`src/rtl/rxq_pkg.sv`:
```
package rxq_pkg;
  typedef enum logic [1:0] {
    REG_CTRL  = 2'd0,
    REG_BASE  = 2'd1,
    REG_COUNT = 2'd2,
    REG_STAT  = 2'd3
  } reg_sel_e;

  localparam int unsigned CTRL_DMA_BIT  = 0;
  localparam int unsigned CTRL_PORT_BIT = 1;
  localparam int unsigned CTRL_THR_LSB  = 4;
  localparam int unsigned STAT_BUSY_BIT = 8;
  localparam int unsigned STAT_OVF_BIT  = 9;
  localparam int unsigned STAT_REM_LSB  = 16;
endpackage

```
`src/rtl/rxq_fifo.sv`:
```
module rxq_fifo #(
  parameter int unsigned DW    = 32,
  parameter int unsigned DEPTH = 8,
  localparam int unsigned PW   = (DEPTH > 1) ? $clog2(DEPTH) : 1,
  localparam int unsigned LW   = $clog2(DEPTH + 1)
) (
  input  logic          clk_i,
  input  logic          rst_ni,
  input  logic          flush_i,
  input  logic          push_i,
  input  logic          pop_i,
  input  logic [DW-1:0] data_i,
  output logic [DW-1:0] data_o,
  output logic [LW-1:0] level_o,
  output logic          full_o,
  output logic          empty_o
);
  logic [DW-1:0] mem_q [DEPTH];
  logic [PW-1:0] wr_ptr_q, rd_ptr_q;
  logic [LW-1:0] level_q;
  logic          do_push, do_pop;

  function automatic logic [PW-1:0] ptr_next(input logic [PW-1:0] p);
    return (p == PW'(DEPTH - 1)) ? '0 : p + PW'(1);
  endfunction

  assign full_o  = (level_q == LW'(DEPTH));
  assign empty_o = (level_q == '0);
  assign do_push = push_i && !full_o && !flush_i;
  assign do_pop  = pop_i && !empty_o && !flush_i;
  assign data_o  = mem_q[rd_ptr_q];
  assign level_o = level_q;

  always_ff @(posedge clk_i) begin
    if (do_push) mem_q[wr_ptr_q] <= data_i;
  end

  always_ff @(posedge clk_i or negedge rst_ni) begin
    if (!rst_ni) begin
      wr_ptr_q <= '0;
      rd_ptr_q <= '0;
      level_q  <= '0;
    end else if (flush_i) begin
      wr_ptr_q <= '0;
      rd_ptr_q <= '0;
      level_q  <= '0;
    end else begin
      if (do_push) wr_ptr_q <= ptr_next(wr_ptr_q);
      if (do_pop)  rd_ptr_q <= ptr_next(rd_ptr_q);
      case ({do_push, do_pop})
        2'b10:   level_q <= level_q + LW'(1);
        2'b01:   level_q <= level_q - LW'(1);
        default: level_q <= level_q;
      endcase
    end
  end

  p_pop_nonempty_r3: assert property (@(posedge clk_i) disable iff (!rst_ni)
    pop_i |-> !empty_o);
  p_flush_empty_r11: assert property (@(posedge clk_i) disable iff (!rst_ni)
    flush_i |=> empty_o);
  p_full_drop_r12: assert property (@(posedge clk_i) disable iff (!rst_ni)
    (full_o && push_i && !pop_i && !flush_i) |=> (full_o && $stable(wr_ptr_q)));
endmodule

```
`src/rtl/rxq_dma_engine.sv`:
```
module rxq_dma_engine #(
  parameter int unsigned AW = 32,
  parameter int unsigned CW = 16
) (
  input  logic          clk_i,
  input  logic          rst_ni,
  input  logic          dma_en_i,
  input  logic          port_en_i,
  input  logic          ld_addr_i,
  input  logic          ld_cnt_i,
  input  logic [AW-1:0] ld_addr_val_i,
  input  logic [CW-1:0] ld_cnt_val_i,
  input  logic [AW-1:0] base_i,
  input  logic [CW-1:0] count_i,
  input  logic          empty_i,
  input  logic          mem_ready_i,
  output logic          mem_wr_o,
  output logic [AW-1:0] mem_addr_o,
  output logic          pop_o,
  output logic [CW-1:0] rem_o,
  output logic          busy_o,
  output logic          done_o
);
  logic [AW-1:0] addr_q;
  logic [CW-1:0] rem_q;
  logic          done_q, step;

  assign busy_o     = dma_en_i && port_en_i && (rem_q != '0);
  assign mem_wr_o   = busy_o && !empty_i;
  assign step       = mem_wr_o && mem_ready_i;
  assign pop_o      = step;
  assign mem_addr_o = addr_q;
  assign rem_o      = rem_q;
  assign done_o     = done_q;

  always_ff @(posedge clk_i or negedge rst_ni) begin
    if (!rst_ni) begin
      addr_q <= '0;
      rem_q  <= '0;
      done_q <= 1'b0;
    end else begin
      done_q <= step && (rem_q == CW'(1));
      if (!port_en_i) begin
        // port off: rewind progress continuously
        addr_q <= base_i;
        rem_q  <= count_i;
      end else if (step) begin
        addr_q <= addr_q + AW'(1);
        rem_q  <= rem_q - CW'(1);
      end else begin
        if (ld_addr_i) addr_q <= ld_addr_val_i;
        if (ld_cnt_i)  rem_q  <= ld_cnt_val_i;
      end
    end
  end

  p_step_advance_r3: assert property (@(posedge clk_i) disable iff (!rst_ni)
    step |=> (addr_q == $past(addr_q) + AW'(1)) && (rem_q == $past(rem_q) - CW'(1)));
  p_stall_hold_r4: assert property (@(posedge clk_i) disable iff (!rst_ni)
    (mem_wr_o && !mem_ready_i) |=> $stable(addr_q) && $stable(rem_q));
  p_done_single_r5: assert property (@(posedge clk_i) disable iff (!rst_ni)
    done_q |=> !done_q);
  p_done_at_zero_r5: assert property (@(posedge clk_i) disable iff (!rst_ni)
    done_q |-> (rem_q == '0));
  p_port_rewind_r11: assert property (@(posedge clk_i) disable iff (!rst_ni)
    !port_en_i |=> (addr_q == $past(base_i)) && (rem_q == $past(count_i)));
endmodule

```
`src/rtl/rxq_drain.sv`:
```
module rxq_drain
  import rxq_pkg::*;
#(
  parameter int unsigned DW    = 32,
  parameter int unsigned AW    = 32,
  parameter int unsigned CW    = 16,
  parameter int unsigned DEPTH = 8,
  parameter int unsigned TW    = 4
) (
  input  logic          clk_i,
  input  logic          rst_ni,
  input  logic          reg_we_i,
  input  logic [1:0]    reg_addr_i,
  input  logic [DW-1:0] reg_wdata_i,
  output logic [DW-1:0] reg_rdata_o,
  input  logic          push_valid_i,
  input  logic [DW-1:0] push_data_i,
  output logic          mem_wr_o,
  output logic [AW-1:0] mem_addr_o,
  output logic [DW-1:0] mem_data_o,
  input  logic          mem_ready_i,
  output logic          done_irq_o,
  output logic          thresh_irq_o
);
  localparam int unsigned LW = $clog2(DEPTH + 1);

  logic          dma_en_q, port_en_q, ovf_q;
  logic [TW-1:0] thr_q;
  logic [AW-1:0] base_q;
  logic [CW-1:0] count_q, rem;
  logic [LW-1:0] level;
  logic          full, empty, pop, busy;
  logic          wr_ctrl, wr_base, wr_count, wr_stat;
  reg_sel_e      sel;

  assign sel      = reg_sel_e'(reg_addr_i);
  assign wr_ctrl  = reg_we_i && (sel == REG_CTRL);
  assign wr_base  = reg_we_i && (sel == REG_BASE) && !dma_en_q;
  assign wr_count = reg_we_i && (sel == REG_COUNT) && !dma_en_q;
  assign wr_stat  = reg_we_i && (sel == REG_STAT);

  always_ff @(posedge clk_i or negedge rst_ni) begin
    if (!rst_ni) begin
      dma_en_q  <= 1'b0;
      port_en_q <= 1'b0;
      thr_q     <= '0;
      base_q    <= '0;
      count_q   <= '0;
      ovf_q     <= 1'b0;
    end else begin
      if (wr_ctrl) begin
        dma_en_q  <= reg_wdata_i[CTRL_DMA_BIT];
        port_en_q <= reg_wdata_i[CTRL_PORT_BIT];
        thr_q     <= reg_wdata_i[CTRL_THR_LSB +: TW];
      end
      if (wr_base)  base_q  <= reg_wdata_i[AW-1:0];
      if (wr_count) count_q <= reg_wdata_i[CW-1:0];
      // set wins over a same-cycle clear
      if (push_valid_i && port_en_q && full) ovf_q <= 1'b1;
      else if (wr_stat && reg_wdata_i[STAT_OVF_BIT]) ovf_q <= 1'b0;
    end
  end

  rxq_fifo #(.DW(DW), .DEPTH(DEPTH)) u_fifo (
    .clk_i   (clk_i),
    .rst_ni  (rst_ni),
    .flush_i (!port_en_q),
    .push_i  (push_valid_i && port_en_q),
    .pop_i   (pop),
    .data_i  (push_data_i),
    .data_o  (mem_data_o),
    .level_o (level),
    .full_o  (full),
    .empty_o (empty)
  );

  rxq_dma_engine #(.AW(AW), .CW(CW)) u_engine (
    .clk_i         (clk_i),
    .rst_ni        (rst_ni),
    .dma_en_i      (dma_en_q),
    .port_en_i     (port_en_q),
    .ld_addr_i     (wr_base),
    .ld_cnt_i      (wr_count),
    .ld_addr_val_i (reg_wdata_i[AW-1:0]),
    .ld_cnt_val_i  (reg_wdata_i[CW-1:0]),
    .base_i        (base_q),
    .count_i       (count_q),
    .empty_i       (empty),
    .mem_ready_i   (mem_ready_i),
    .mem_wr_o      (mem_wr_o),
    .mem_addr_o    (mem_addr_o),
    .pop_o         (pop),
    .rem_o         (rem),
    .busy_o        (busy),
    .done_o        (done_irq_o)
  );

  assign thresh_irq_o = !dma_en_q && (32'(level) > 32'(thr_q));

  always_comb begin
    reg_rdata_o = '0;
    case (sel)
      REG_CTRL: begin
        reg_rdata_o[CTRL_DMA_BIT]          = dma_en_q;
        reg_rdata_o[CTRL_PORT_BIT]         = port_en_q;
        reg_rdata_o[CTRL_THR_LSB +: TW]    = thr_q;
      end
      REG_BASE:  reg_rdata_o[AW-1:0] = base_q;
      REG_COUNT: reg_rdata_o[CW-1:0] = count_q;
      default: begin
        reg_rdata_o[LW-1:0]                = level;
        reg_rdata_o[STAT_BUSY_BIT]         = busy;
        reg_rdata_o[STAT_OVF_BIT]          = ovf_q;
        reg_rdata_o[STAT_REM_LSB +: CW]    = rem;
      end
    endcase
  end

  p_port_gate_r2: assert property (@(posedge clk_i) disable iff (!rst_ni)
    !port_en_q |=> (level == '0));
  p_thr_masked_r9: assert property (@(posedge clk_i) disable iff (!rst_ni)
    dma_en_q |-> !thresh_irq_o);
  p_cfg_locked_r10: assert property (@(posedge clk_i) disable iff (!rst_ni)
    dma_en_q |=> $stable(base_q) && $stable(count_q));
  p_ovf_sticky_r12: assert property (@(posedge clk_i) disable iff (!rst_ni)
    (ovf_q && !(wr_stat && reg_wdata_i[STAT_OVF_BIT])) |=> ovf_q);
  p_pause_holds_r6: assert property (@(posedge clk_i) disable iff (!rst_ni)
    (!dma_en_q && port_en_q && !push_valid_i) |=> $stable(level));
endmodule

```
`config.mk`:
```
export PLATFORM = sky130hd
export DESIGN_NAME = rxq_drain
export DESIGN_NICKNAME = d
export VERILOG_FILES = /design/src/rtl/rxq_pkg.sv /design/src/rtl/rxq_fifo.sv /design/src/rtl/rxq_dma_engine.sv /design/src/rtl/rxq_drain.sv
export SDC_FILE = /design/constraint.sdc
export NUM_CORES = 1
export LEC_CHECK = 0
export BUFFER_PORTS_ARGS = -buffer_cell sky130_fd_sc_hd__buf_4
export CORE_ASPECT_RATIO = 0.7
export CORE_MARGIN = 2
export CORE_UTILIZATION = 60
export DETAILED_ROUTE_END_ITERATION = 16
export PLACE_DENSITY = 0.85
export SYNTH_ARGS = -nofsm -noshare
export SYNTH_HDL_FRONTEND = slang
export SYNTH_SLANG_ARGS = --single-unit
export TNS_END_PERCENT = 20
```
`constraint.sdc`:
```
create_clock -name clk_i -period 7.6 [get_ports clk_i]
set_input_delay 0.38 -clock clk_i [delete_from_list [all_inputs] [get_ports clk_i]]
set_output_delay 0.38 -clock clk_i [all_outputs]
set_load 0.02 [all_outputs]
```
; ---- Yosys cells after proc, flatten, opt, wreduce, memory -nomap -nowiden
; Memory sizes are Yosys's and may differ from the RTL's.
; Index checks and enable logic that the tools add are counted.
[totals]
mem_count = 1
mem_bits_ro = 0
mem_bits_rw = 256
ff_bits = 114
in_bits = 71
latchBits = 0
elab_cells = 85
output_inout_bits = 99
[memory_table]
columns = name, words, word_bits, rd, rd_ports_with_merged_regs, wr, line_no
row1 = u_fifo.mem_q, 8, 32, 1, 0, 1, rxq_fifo.sv:18  ; logic [DW-1:0] mem_q [DEPTH];
[classes]
n_eq_ne = 14
reduce_logical = 27
n_mul = 0
n_div = 0
n_bitwise = 0
n_mux = 24
n_lt_le_gt_ge = 1
n_shift = 0
n_addsub = 6
[ops]
columns = op, n
row1 = 2-to-1 mux 32 bit, 3
row2 = 2-to-1 mux 16 bit, 3
row3 = adder 32 x 1 -> 32 bit (second input constant), 1
row4 = case mux 16 bit (2 select lines), 1
row5 = logical AND 1 bit, 19
row6 = 2-to-1 mux 3 bit, 6
row7 = case mux 2 bit (3 select lines), 3
row8 = == test 16 x 1 -> 1 bit (second input constant), 1
row9 = nonzero test 16 bit, 1
row10 = subtractor 16 x 1 -> 16 bit (second input constant), 1
row11 = case mux 4 bit (3 select lines), 1
row12 = case mux 6 bit (2 select lines), 1
row13 = inequality test 3 x 1 -> 1 bit (second input constant), 3
row14 = case mux 4 bit (2 select lines), 1
row15 = adder 3 x 1 -> 3 bit (second input constant), 2
row16 = == test 2 bit (second input constant), 3
row17 = == test 3 bit (second input constant), 2
row18 = adder 4 x 1 -> 4 bit (second input constant), 1
row19 = == test 2 x 1 -> 1 bit (second input constant), 2
row20 = == test 4 bit (second input constant), 1
row21 = > comparator 4 bit, 1
row22 = logical NOT 4 bit, 1
row23 = 2-to-1 mux 1 bit, 4
row24 = 2-to-1 mux 4 bit, 1
row25 = other kinds (6), 9

; ---- Depth between registers and ports, before layout
; Gate-level depths: netlist of the first run.
[depth]
ltp_word = 9
ltp_mapped = 17
mapped_depth_nobuf = 13

; ---- Hierarchy
; A second synthesis of the first run with hierarchy kept.
[unflattened]
hier_cells = 1096
hier_area_um2 = 16913.7
[by_module_without_submodules]
columns = module, n_inst, area_per_inst_um2, cells_per_inst, seq_area_each_um2
row1 = rxq_fifo, 1, 10332.4, 451, 7937.6
row2 = rxq_dma_engine, 1, 3732.3, 439, 1226.2
row3 = rxq_drain, 1, 2849.0, 206, 1376.3

; ---- Worst setup path after synthesis of the first run
; No wires, ideal clock.
[synth_path]
path_type = reg-to-reg
from = register u_fifo.level_q[1], in the netlist u_fifo.level_o[1]
to = memory u_fifo.mem_q[1][0], enable pin
stages_incl_launch_ff = 7
slack_ns = 3.651
t_required_ns = 7.139
synth_period_minus_slack_ns = 3.949
path_buffers = 2
setup_ns = 0.461
t_arrival_ns = 3.488
cell_sequence = dfrtp_1 > clkbuf_1 > nor4b_1 > nor2_1 > clkbuf_1 > nand2_1 > nor3_1
[synth_between]
elab_chain_len = 6
[synth_lines]
columns = item, line_no
row1 = "start, declared", rxq_fifo.sv:20  ; logic [LW-1:0] level_q;
row2 = "start signal, assigned", rxq_fifo.sv:51  ; 2'b10: level_q <= level_q + LW'(1);
row3 = "start signal, assigned", rxq_fifo.sv:52  ; 2'b01: level_q <= level_q - LW'(1);
row4 = "start signal, assigned", rxq_fifo.sv:53  ; default: level_q <= level_q;
row5 = == test 4 bit, rxq_fifo.sv:27  ; assign full_o = (level_q == LW'(DEPTH));
row6 = logical NOT 1 bit, rxq_fifo.sv:29  ; assign do_push = push_i && !full_o && !flush_i;
row7 = logical AND 1 bit (2 in series), rxq_fifo.sv:29
row8 = 2-to-1 mux 1 bit, rxq_fifo.sv:35  ; if (do_push) mem_q[wr_ptr_q] <= data_i;
row9 = 2-to-1 mux 1 bit (implied by the code), rxq_fifo.sv:35
row10 = "end, declared", rxq_fifo.sv:18
; No other way between the ends.

; ---- Final worst setup path of the first run
[layout_path]
from = register u_fifo.level_q[1], in the netlist u_fifo.level_o[1]
to = register u_fifo.level_q[3], in the netlist u_fifo.level_o[3]
[layout_between]
elab_chain_len = 9
elab_cells_between_ends = 17
cone_classes = add/sub (2) / eq/ne (4) / mux (2) / reduce/logical (9)
[layout_lines]
columns = item, line_no
row1 = logical NOT 4 bit, rxq_fifo.sv:28  ; assign empty_o = (level_q == '0);
row2 = logical NOT 1 bit, "rxq_fifo.sv:30, rxq_dma_engine.sv:29"
row3 = logical AND 1 bit, rxq_dma_engine.sv:29  ; assign mem_wr_o = busy_o && !empty_i;
row4 = logical AND 1 bit, rxq_dma_engine.sv:30  ; assign step = mem_wr_o && mem_ready_i;
row5 = logical AND 1 bit (2 in series), rxq_fifo.sv:30  ; assign do_pop = pop_i && !empty_o && !flush_i;
row6 = == test 2 x 1 -> 1 bit or == test 2 bit (tied branches), rxq_fifo.sv:50  ; case ({do_push, do_pop})
row7 = case mux 4 bit (2 select lines), rxq_fifo.sv:50
row8 = 2-to-1 mux 4 bit, rxq_fifo.sv:43  ; end else if (flush_i) begin
; Several ways; a longest one is shown, not always the timed one.
; A chain may end at the register's enable or synchronous reset.

==> reports/results.txt, run 1 <==
The die is 202 um wide. After detailed routing, the number of vias per cell comes to 6.45. After floorplanning, the core was sized to cover 26800 um2.

Cells fill 71.5% of the core in the end. Iteration count of the initial detailed-routing pass: 9. The final hold violation count was 0; the cell count after synthesis was 1201. Across the run, the number of max-cap violations was 0.

Synthesis inferred 370 register bits. The synthesized netlist occupies a cell area of 16400 um2. The via count of the first global-routing pass is 10700, and the number of I/O port buffers is 169.

The area growth from synthesis to final layout came out at 16.8%. The critical path is of the register to register type. The number of nets in the synthesized netlist is 1290.

The post-detailed-routing wire length was 42700 um. The number of diodes added for antenna fixing is 0. The count of different cell masters after synthesis is 69. For the worst flop-to-flop path, the logic depth is 10. TritonCTS created 35 clock buffers.

The clock input transition at the sequential cells of the worst setup and hold paths works out to 0.07 ns. CTS saw 370 sinks. The clock passes through at most 3 buffers. The tools report the critical path capture point type as a register.

The total power density per cell area came out at 287 nW/um2. For this run, the register share of the synthesized area comes to 64.1%. The run gives 15.3% as the relative slew slack. The required time of the critical path came out at 7.98 ns. The first global-routing pass estimated 64400 um of wire. Of the total power, registers draw 48.0%. At the end of the flow, the number of nets in the layout was 1439. For the final count of negative-setup-slack endpoints, the log shows 0. After layout, the minimum clock period comes to 3.68 ns. Count of unresolved DRC violations after routing: 0. Among all flip-flop cells after synthesis, the most frequent one is edfxtp_1. For the pin count of the biggest net entering global routing, the log shows 64. From bottom edge to top edge, the die measures 142 um. The run finished with clean final reports.

The floorplan step defined a die boundary enclosing 28700 um2. The clock reaches the later pin of the worst-skew pair after 0.54 ns. In this design, the stage delay of the slowest critical-path cell is 1.08 ns.

The floorplan has 50 rows. The logs give 2 for the maximum level of the CTS H-tree and 19.9% for the relative contribution of combinational cells to total power. The final weighted congestion in routability-driven placement is 0.942.

The most numerous cell type found on the critical path is nor2_1. Final global-route overflow total: 0. The tools report the endpoint of the worst hold-timing path as base_q[28]. TritonCTS built the clock tree. Post-DP HPWL: 27200 um. Setup repair after global routing left no endpoint under its margin. The worst setup path is launched from a register. Count of routing violations after the opening detailed-route iteration: 1406.

Placed standard-cell area: 18000 um2. The cell count of the worst hold path is 3. The run gives 0 as the count of buffers added by post-CTS timing repair for setup. In this run the power spent charging and discharging nets is 1670 uW. In this run, synthesis inferred 256 flip-flops with an integrated enable.

The worst-case hold slack is 0.0387 ns. The startpoint of the most critical hold path is reg_wdata_i[28]. After layout, the worst path uses 48.4% of the clock period. The tools report the capturing point of the worst reg2reg path as u_fifo.level_o[3]. The run gives 30.0% as the total global routing track utilization.

For the final routed database, the setup TNS stands at 0 ns. The count of boundary I/O pins is 170. The cell-internal power came out at 3840 uW. The count of nets left with antenna violations once routing finished came out at 0.

Walking the worst path, the cells encountered are nor4b_1 -> nor2_1 -> nor2_1 -> ha_1 -> a31oi_1 -> nor3_1 -> xnor2_1 -> nor2_1 -> o21ai_0 -> o21ai_0. The tightest min-delay check is of the primary input to register type. The leakage power was 0.00716 uW; the part of the power in the clock network was 32.0%. The initial antenna violation count was 0. The startpoint identified for the worst register-to-register timing path is u_fifo.level_o[1]. The switching share of power was 30.3%. For the final database, setup skew stands at 0.0252 ns.

The finished cells cover 19200 um2. The run gives 0 as the count of final max-slew check failures. The slowest library cell on the worst path was nor4b_1. The run gives 272 MHz as the maximum frequency from static timing analysis.

For the count of vias placed by the detailed router, the log shows 11200. Maximum fanout encountered on the critical timing path: 12. Dividing the synthesized area by the synthesized cell count gives 13.7 um2. In this run the register-to-register setup slack is 3.92 ns.

The proportion of synthesized flip-flops having asynchronous set or reset was 30.8%; the mean routed wirelength per cell was 24.6 um. For the maximum VDD drop, the log shows 0.175 mV. The slew of the pin with the lowest slew margin is 1.25 ns. The design draws 5510 uW. The clock root buffer was clkbuf_16. For this configuration, the core starts out at a cell density of 61.2%. Of the cells placed in the final design, the portion with a size suffix greater than 1 is 26.2%.

At the worst endpoint, the arrival time is 4.06 ns. The Yosys warning count came out at 0.
cell usage after synthesis, types with 7 or more instances:
cell	number	area (um2)
nand2_1	189	709
ha_1	18	225
inv_1	18	67.6
nor2_1	71	267
dfrtp_1	114	2850
a31oi_1	9	56.3
nand3_1	25	125
mux2_2	39	439
o2bb2ai_1	8	70.1
nor2b_1	11	68.8
nand4_1	12	75.1
xnor2_1	11	96.3
buf_2	9	45.0
edfxtp_1	256	7690
o21ai_1	7	35.0
mux4_2	64	1440
and3_1	9	56.3
a22oi_1	12	90.1
clkbuf_1	45	169
nor3_1	25	125
a22o_1	16	140
buf_1	14	52.6
or3_1	9	56.3
a21oi_1	39	195
nor4_1	8	50.1
xor2_1	8	70.1
o21ai_0	58	290
registers in the layout, summed over array words and instances, names as in the netlist, 3 cells and up:
signal               count
u_fifo.level_o           4
thr_q                    4
base_q                  32
u_engine.rem_o          16
u_fifo.rd_ptr_q          3
u_engine.mem_addr_o     32
u_fifo.mem_q           256
u_fifo.wr_ptr_q          3
count_q                 16
how the worst max path moves through the flow:
| stage | start | end | slack [ns] |
|---|---|---|---|
| floorplan | u_fifo.level_o[1] | u_fifo.mem_q[1][0] | 3.65 |
| global route | u_fifo.rd_ptr_q[0] | mem_data_o[16] | 3.75 |
| finish | u_fifo.level_o[1] | u_fifo.level_o[3] | 3.92 |
| CTS | u_fifo.rd_ptr_q[0] | mem_data_o[16] | 3.89 |
| global placement | u_engine.rem_o[9] | u_engine.rem_o[2] | 4.13 |
| detailed placement | port_en_q | u_fifo.mem_q[3][12] | 4.05 |
stage by stage:
step	setup WS (ns)	cells
2_1_floorplan	3.65	1201
3_3_place_gp	4.13	1676
3_5_place_dp	4.05	1676
4_1_cts	3.89	1738
5_1_grt	3.75	1738
6_report	3.92	1738
timing repair:
| action | CTS | global route |
|---|---|---|
| hold buffers | 1 | 0 |
| endpoints found under the hold margin | 44 | 0 |
| endpoints found under the setup margin | 0 | 0 |
| resized for setup | 0 | 0 |
placed cells by master (no fill, tap or decap), types with 6 or more instances in the layout:
cell type / synthesis / final
clkbuf_1: 45 / 6
xnor2_1: 11 / 11
o21ai_1: 7 / 7
nand4_1: 12 / 12
nand3_1: 25 / 25
a21oi_1: 39 / 39
nor2b_1: 11 / 11
o2bb2ai_1: 8 / 8
nor2_4: 1 / 7
clkbuf_16: 0 / 37
o311ai_0: 6 / 6
a22oi_1: 12 / 12
o21ai_0: 58 / 58
nand2_1: 189 / 189
nor4_1: 8 / 8
xor2_1: 8 / 8
buf_4: 2 / 185
dfrtp_1: 114 / 111
mux2i_1: 6 / 6
ha_1: 18 / 18
clkinv_1: 0 / 6
inv_1: 18 / 18
mux4_2: 64 / 64
a22o_1: 16 / 16
edfxtp_1: 256 / 256
nor2_1: 71 / 65
nor3_1: 25 / 23
a222oi_1: 6 / 6
or3_1: 9 / 9
a31oi_1: 9 / 9
mux2_2: 39 / 39
and3_1: 9 / 9
cell families after synthesis:
family                     after synthesis  share of synthesized area, %
xor gates and xnor gates                19                          1.01
and+or+nand+nor                        382                          10.5
buffers and inverters                   92                          2.40
muxes                                  109                          11.8
AOI/OAI and AO/OA                      211                          8.77
DFF                                    370                          64.1
adders and majority gates               18                          1.37
power groups by stage:
stage / sequential (uW) / combinational (uW) / clock (uW)
2_1_floorplan: 2640 / 613 / 0
4_1_cts: 2630 / 1090 / 1770
6_report: 2640 / 1100 / 1760
3_5_place_dp: 2660 / 1080 / 0
3_3_place_gp: 2650 / 1050 / 0
5_1_grt: 2670 / 1180 / 1850
critical path, delay by kind of cell (launching register included):
family / cells / cell delay [ns]
xor+xnor: 1 / 0.23
compound gates: 3 / 0.47
fa+ha+maj: 1 / 0.33
simple gates: 5 / 2.01
flops: 1 / 0.48
per-layer routing:
layer  GRT usage (%)  vias to the layer above  wire, um
li1                -                     4871         -
met1            43.9                     5599     17100
met2            44.0                      681     19300
met3            9.64                       65      5480
met4            8.05                        0       877
met5               0                        -         0
cell type report:
cell class | instances | area (um2)
flip-flops and latches | 370 | 10500
fillers | 1734 | 7640
multi-input cells | 739 | 5560
repair buffers | 186 | 1400
clock buffers | 45 | 976
well taps | 364 | 455
clock inverters | 16 | 190
inverters | 18 | 67.6
Note: power is estimated with default switching activity, not from simulation.
==> inputs of run 2 (changes only) <==
--- a/config.mk
+++ b/config.mk
@@ -8,9 +8,9 @@
 export BUFFER_PORTS_ARGS = -buffer_cell sky130_fd_sc_hd__buf_4
 export CORE_ASPECT_RATIO = 0.7
 export CORE_MARGIN = 2
-export CORE_UTILIZATION = 60
+export CORE_UTILIZATION = 53
 export DETAILED_ROUTE_END_ITERATION = 16
-export PLACE_DENSITY = 0.85
+export PLACE_DENSITY = 0.8
 export SYNTH_ARGS = -nofsm -noshare
 export SYNTH_HDL_FRONTEND = slang
 export SYNTH_SLANG_ARGS = --single-unit
==> constraint.sdc (replaced) <==
create_clock -name clk_i -period 3.1 [get_ports clk_i]
set_input_delay 0.155 -clock clk_i [delete_from_list [all_inputs] [get_ports clk_i]]
set_output_delay 0.155 -clock clk_i [all_outputs]
set_load 0.02 [all_outputs]
==> run 2 against run 1 <==
  * Die area up 13%
  * Clock skew down 0.012 ns
  * Design area up 6.6%
  * Critical endpoint is now mem_wr_o
  * Largest power group unchanged
==> reports/results.txt, run 2 (synthesized netlist as in run 1, its figures left out) <==
The flow ran to the end, and the final reports show no timing, DRC or antenna violations. Once detail routing completed, the nets flagged for antenna violations numbered 0. Routed via count divided by cell count: 6.14. For this run, global-route usage on met2 was measured as 42.6%. On the final layout, the worst clock skew is 0.0136 ns.

The summed area of non-filler cells in the final layout is 20500 um2. The area growth from synthesis to final layout is 24.5%. At the end of the flow, the number of nets in the layout was 1548.

The tools report the required time of the critical path as 2.94 ns. The kind of cell with the highest combined delay along the critical path is simple AND/OR/NAND/NOR gates. The slowest stage of the critical path is the or3_4 cell.

TritonCTS built the clock tree. Global routing used 28.5% of the available tracks. The tools report the via count of the first global-routing pass as 11600. The run gives 40.7% as the fraction of met1 tracks used by global routing.

On the worst path, the slowest cell contributes a delay of 0.43 ns. For the count of vias placed by the detailed router, the log shows 11600. Walking the worst path, the cells encountered are or3_4 -> or3_4 -> buf_4 -> or3_4 -> o311ai_4 -> nor2_1 -> buf_4. For the number of buffers created by CTS, the log shows 37. The library cells used most frequently in the layout, excluding fill and tap cells, are 256 x edfxtp_1, 214 x buf_4, 189 x nand2_1. Counting buffers and inverters, the worst setup path is 7 cells deep.

The count of final max-slew check failures was 0. The tools report the post-DP HPWL as 28600 um. The placed instances occupy a cell area of 18500 um2. The final layout contains routed wiring with a total length of 45800 um. The library cell used most frequently in the layout, excluding fill and tap cells, is edfxtp_1. After floorplanning, the core was divided into 53 placement rows. After clock tree synthesis, the clock-pin slew on the worst setup and hold paths is 0.07 ns.

After the flow finishes, the layout carries non-filler instances totaling 1898. The post-layout minimum cycle time came out at 3.02 ns. The layout has 2074 filler cells. Setup repair after global routing left no endpoint under its margin.

The tools report the final hold violation count as 0. The worst setup path is of the register to primary output kind. The tools report the launch point of the worst path as u_engine.rem_o[2]. Hold timing on the final database bottoms out at a slack of 0.199 ns. The tool flagged a number of max-cap violations equal to 0. Cells fill 67.7% of the core in the end.

Derived from the worst setup path, the maximum achievable clock frequency is 331 MHz. For the worst setup path, the data arrival time is 2.87 ns. Routability-driven placement finished with a final weighted congestion of 0.952. The detailed router finished its first iteration with 1344 violations. After global routing, the most crowded layer is met2.

In this run the worst path has a maximum fanout of 6. The leakage power is 0.00771 uW, and the maximum VDD drop is 0.471 mV. The final global-route overflow total is 0.

The clock drives 370 sinks. The maximum count of clock buffers along a single path was 3; the maximum level of the CTS H-tree was 2. Dividing the detail-routed wire length by the instance count gives 24.1 um. For this run, design rule violations remaining after detail routing come to 0. Type of origin of the critical path: a register. CTS placed an instance of clkbuf_16 at the clock tree root. The critical path capture point type was a primary output. The full die area was 32400 um2; the worst reg-to-reg path cell count was 6. The later-pin clock latency in the skew report came out at 0.53 ns.

The min-delay analysis places its worst path in the category primary input to async pin. The number of flip-flops under the largest register name is 256. After routing, the total negative slack on setup checks comes to 0 ns. The initial antenna violation count came out at 0. Power spread over the standard cell area amounts to 680 nW/um2. In this design, the critical path's most frequently occurring cell is or3_4.

For this design the top-level I/O count stands at 170. After detailed placement, the design holds a cell count of 1762. The slew of the pin with the lowest slew margin was 1.13 ns; the iteration count of the initial detailed-routing pass was 5. The tools report the number of diodes added for antenna fixing as 0.

The relative slew slack is 24.5%, and the post-route fraction of the period consumed by the critical path is 97.5%. Together, buffers and inverters on the worst path number 2. Height of the die: 151 um. The starting density of the core came out at 54.3%. The startpoint identified for the worst register-to-register timing path is u_engine.rem_o[11]. Buffers placed on the I/O ports in this run total 169. Ranked by flip-flop count, first place goes to u_fifo.mem_q. The met3 usage in global routing was 8.67%.

The core region is 30200 um2. In the final layout, the share of cells above drive strength 1 is 27.8%. Setup violations remaining at the end of the flow were counted as 0. The run gives 51 as the pin count of the biggest net entering global routing.

The wire length of the first global-routing pass was 69800 um; the width of the chip was 214 um.
[run 2: worst paths after layout]
kind	endpoint	slack, ns
setup reg to reg	u_engine.rem_o[11]	0.15
min in group clk_i	ovf_q	0.20
max in group asynchronous	port_en_q	2.16
hold reg to reg	base_q[13]	0.51
hold / removal	u_engine.mem_addr_o[19]	0.20
setup / recovery	mem_wr_o	0.08
[run 2: metal layers]
metal,wire (um),up-vias
met1,19000,5831
met4,1120,0
met5,0,-
met3,4870,77
met2,20700,642
li1,-,5098
[run 2: area by class of cell]
class	instances	area (um2)	area share (%)
flip-flops and latches	370	10500	51.6
multi-input cells	739	5610	27.4
repair buffers	293	2520	12.3
clock buffers	46	1030	5.05
well taps	412	515	2.52
clock inverters	20	171	0.838
inverters	18	67.6	0.330
[run 2: worst register-to-register path, stage by stage (launching register included)]
cell and delay (ns):
dfrtp_1 0.43, or4_4 0.53, or4_1 0.48, o21ai_4 0.17, buf_4 0.48, nand3_1 0.43, o22a_1 0.33
[run 2: per-stage QoR]
stage / setup WS (ns) / power (uW)
6_report: 0.0788 / 13900
5_1_grt: 0.0222 / 14400
4_1_cts: 0.0196 / 13900
3_5_place_dp: 0.178 / 9310
3_3_place_gp: 0.197 / 9220
2_1_floorplan: -0.660 / 7970
[run 2: what timing repair did]
action,4_1_cts,5_1_grt
gates cloned,0,0
setup buffers,3,0
hold buffers,67,0
pin swaps,1,1
resized for setup,7,3
endpoints found under the setup margin,2,3
endpoints found under the hold margin,365,0
[run 2: report_power, final]
part,leakage (uW),internal (uW),switching (uW)
Combinational,0.00341,1280,1720
Sequential,0.00370,5810,625
Clock,0.000593,2620,1870
Total,0.00771,9700,4220
==> inputs of run 3 (changes only) <==
--- a/config.mk
+++ b/config.mk
@@ -6,7 +6,6 @@
 export NUM_CORES = 1
 export LEC_CHECK = 0
 export BUFFER_PORTS_ARGS = -buffer_cell sky130_fd_sc_hd__buf_4
-export CORE_ASPECT_RATIO = 0.7
 export CORE_MARGIN = 2
 export CORE_UTILIZATION = 53
 export DETAILED_ROUTE_END_ITERATION = 16
==> run 3 against run 2 <==
  * Total power is 1.8% higher
  * Register-to-register slack hardly changed
  * Maximum frequency fell by 1.9%
  * Die area hardly changed
  * Sequential share of layout area down 0.19 points
  * Clock-buffer cell count fell by 2
  * Design area increased by 0.34%
  * Critical endpoint is now reg_rdata_o[8]
==> reports/results.txt, run 3 (synthesized netlist as in run 1, its figures left out) <==
The run finished with clean final reports. The die covers 32400 um2. The logs give 370 for the CTS sink count and 11500 for the via count of the first global-routing pass.

The clock network burns 33.7% of the power. The required time of the critical path is 2.94 ns. The tools report the relative contribution of combinational cells to total power as 21.0%.

The relative slew slack was 33.4%; the total number of placement rows was 64. The fraction of layout instances using a drive strength above 1 is 28.4%. The clock input transition at the sequential cells of the worst setup and hold paths was 0.07 ns.

Walking the worst path, the cells encountered are or3_1 -> or3_4 -> buf_4 -> or3_4 -> o311ai_4 -> a21oi_2 -> buf_4. Fraction of power consumed by sequential logic: 45.3%. Along the worst path, the maximum fanout reaches 5. The count of antenna-violating nets left after detailed routing was 0; the total net switching power was 4230 uW. The die is 180 um wide. The post-layout minimum cycle time was 3.08 ns; the count of vias placed by the detailed router was 11700. Starting density of the core: 53.7%.

Together, buffers and inverters on the worst path number 2. Timing would allow up to 325 MHz. The height of the die works out to 180 um. Across every metal layer, demand over resource in global routing totals 26.3%. Clock root buffer: clkbuf_16. u_fifo.mem_q holds more flip-flops than any other register. The total area inside the core boundary comes to 30600 um2.

The repair_antennas step left the layout with diodes totalling 0. The count of final max-slew check failures was 0. The congestion estimate from routability-driven global placement came to 0.933. The worst stage delay on the critical path is 0.47 ns.

Once routing completed, OpenROAD measured the worst setup slack at 0.0217 ns. Summed over all layers, the routed wires come to 43000 um. Setup violations remaining at the end of the flow were counted as 0. Dividing the detail-routed via count by the number of cells gives 6.20. The number of buffers created by CTS is 38. The register with the most flip-flops in the layout has 256 of them. The logs give 6 for the iteration count of the initial detailed-routing pass and 0.0693 ns for the pre-CTS setup slack. The mean routed wirelength per cell works out to 22.8 um. The slew of the pin with the lowest slew margin was 0.999 ns; the count of routing violations after the opening detailed-route iteration was 1644.

Setup repair after global routing could not meet its margin everywhere. Initial antenna violation count: 0. Across the run, the number of max-cap violations was 0. From synthesis to final layout, the design area changed by 24.9%. The type of origin of the critical path was a register. The maximum VDD drop is 0.458 mV. The number of I/O port buffers is 169. The maximum level of the CTS H-tree came out at 2. The clock skew is 0.0297 ns. Most common cell after layout, fill and taps aside: edfxtp_1. After the last flow step, the layout net total stands at 1546.

In this run the worst hold path is classified as primary input to register. In the finished design, the share of the clock period the worst path needs comes to 99.3%. Hold is met by 0.0220 ns.

The tools report the critical path arrival as 2.92 ns. The run gives 0 as the final hold violation count. The kind of cell with the highest combined delay on the critical path was simple AND/OR/NAND/NOR gates. TritonCTS built the clock tree.

Net switching is 29.9% of the power. The logs give 0.00774 uW for the leakage power and 66700 um for the wire length of the first global-routing pass. The total power density per cell area came out at 690 nW/um2.

The critical path is of the register to primary output type. For this run, design rule violations remaining after detail routing come to 0. At the later pin of the worst-skew pair, clock insertion delay measures 0.53 ns.

The wire-length estimate of the detail-placed layout is 26000 um. The final global-route overflow total was 0. No sink is reached through more buffers than the 3 on the longest clock path. The largest individual stage delay along the critical path comes from the cell dfrtp_1. The count of boundary I/O pins was 170. The worst setup path is captured at a primary output.

The cell-internal power was 9940 uW; the pin count of the biggest net entering global routing was 75. Leaving out fill and tap cells, the most frequent cells in the layout are 256 x edfxtp_1, 213 x buf_4, 189 x nand2_1.
==> run 3: cell count changes in the layout (fill, tap and decap cells not counted), sizes merged <==
cell / change
clkinv: -5
buf: -2
dlygate4sd3: -1
inv: +3
bufinv: +3
clkinvlp: +4
clkbuf: -2
==> run 3: worst paths after layout <==
kind                                   start            endpoint  slack [ns]  cells after the start
setup / recovery           u_engine.rem_o[8]      reg_rdata_o[8]        0.02                      7
hold / removal                      reg_we_i               ovf_q        0.02                      3
setup reg to reg           u_engine.rem_o[9]   u_fifo.level_o[3]        0.14                     11
hold reg to reg                   base_q[13]          base_q[13]        0.50                      2
max in group asynchronous             rst_ni  u_fifo.rd_ptr_q[0]        2.00                      2
min in group asynchronous             rst_ni          base_q[12]        0.32                      2
==> run 3: timing repair <==
action	in CTS	in global routing
gates resized for setup	6	7
endpoints found under the hold margin	394	0
pin swaps	1	4
hold buffers	66	0
gates cloned	0	0
endpoints found under the setup margin	2	3
buffers inserted	2	4
==> run 3: metal layers <==
metal  part of all wire, %  GRT usage (%)  up-vias
li1                      -              -     5102
met1                    39           36.1     5827
met3                   8.9           4.85       97
met5                     0              0        -
met2                    49           43.7      641
met4                   2.7           7.06        0
==> run 3: metrics by stage <==
stage / TNS [ns] / util [%] / cells / power, uW / area (um2)
6_report: 0 / 67.1 / 1882 / 14200 / 20500
5_1_grt: -0.0152 / 67.1 / 1882 / 14700 / 20500
4_1_cts: 0 / 66.9 / 1878 / 14100 / 20500
3_5_place_dp: 0 / 60.3 / 1742 / 9250 / 18500
3_3_place_gp: 0 / 60.3 / 1742 / 9160 / 18500
2_1_floorplan: -21.11 / - / 1201 / 7970 / 16400
==> run 3: area by class of cell <==
cell class | instances | area, um2
flip-flops and latches | 370 | 10500
fillers | 2062 | 10100
clock buffers | 44 | 1000
inverters | 18 | 67.6
multi-input cells | 739 | 5630
well taps | 396 | 495
clock inverters | 25 | 309
repair buffers | 290 | 2480
==> run 3: worst reg2reg max path, delay by kind of cell (launching register included) <==
family | cells | cell delay (ns)
xor gates and xnor gates | 1 | 0.14
AOI/OAI and AO/OA | 4 | 0.66
DFF | 1 | 0.40
and+or+nand+nor | 5 | 1.25
adders and majority gates | 1 | 0.38
==> run 3: power by group through the flow <==
stage               registers (uW)  logic (uW)  clock network, uW
global route                  6470        3180               5030
global placement              6450        2710                  0
floorplan                     6470        1500                  0
finish                        6420        2970               4780
detailed placement            6480        2770                  0
CTS                           6390        2900               4830
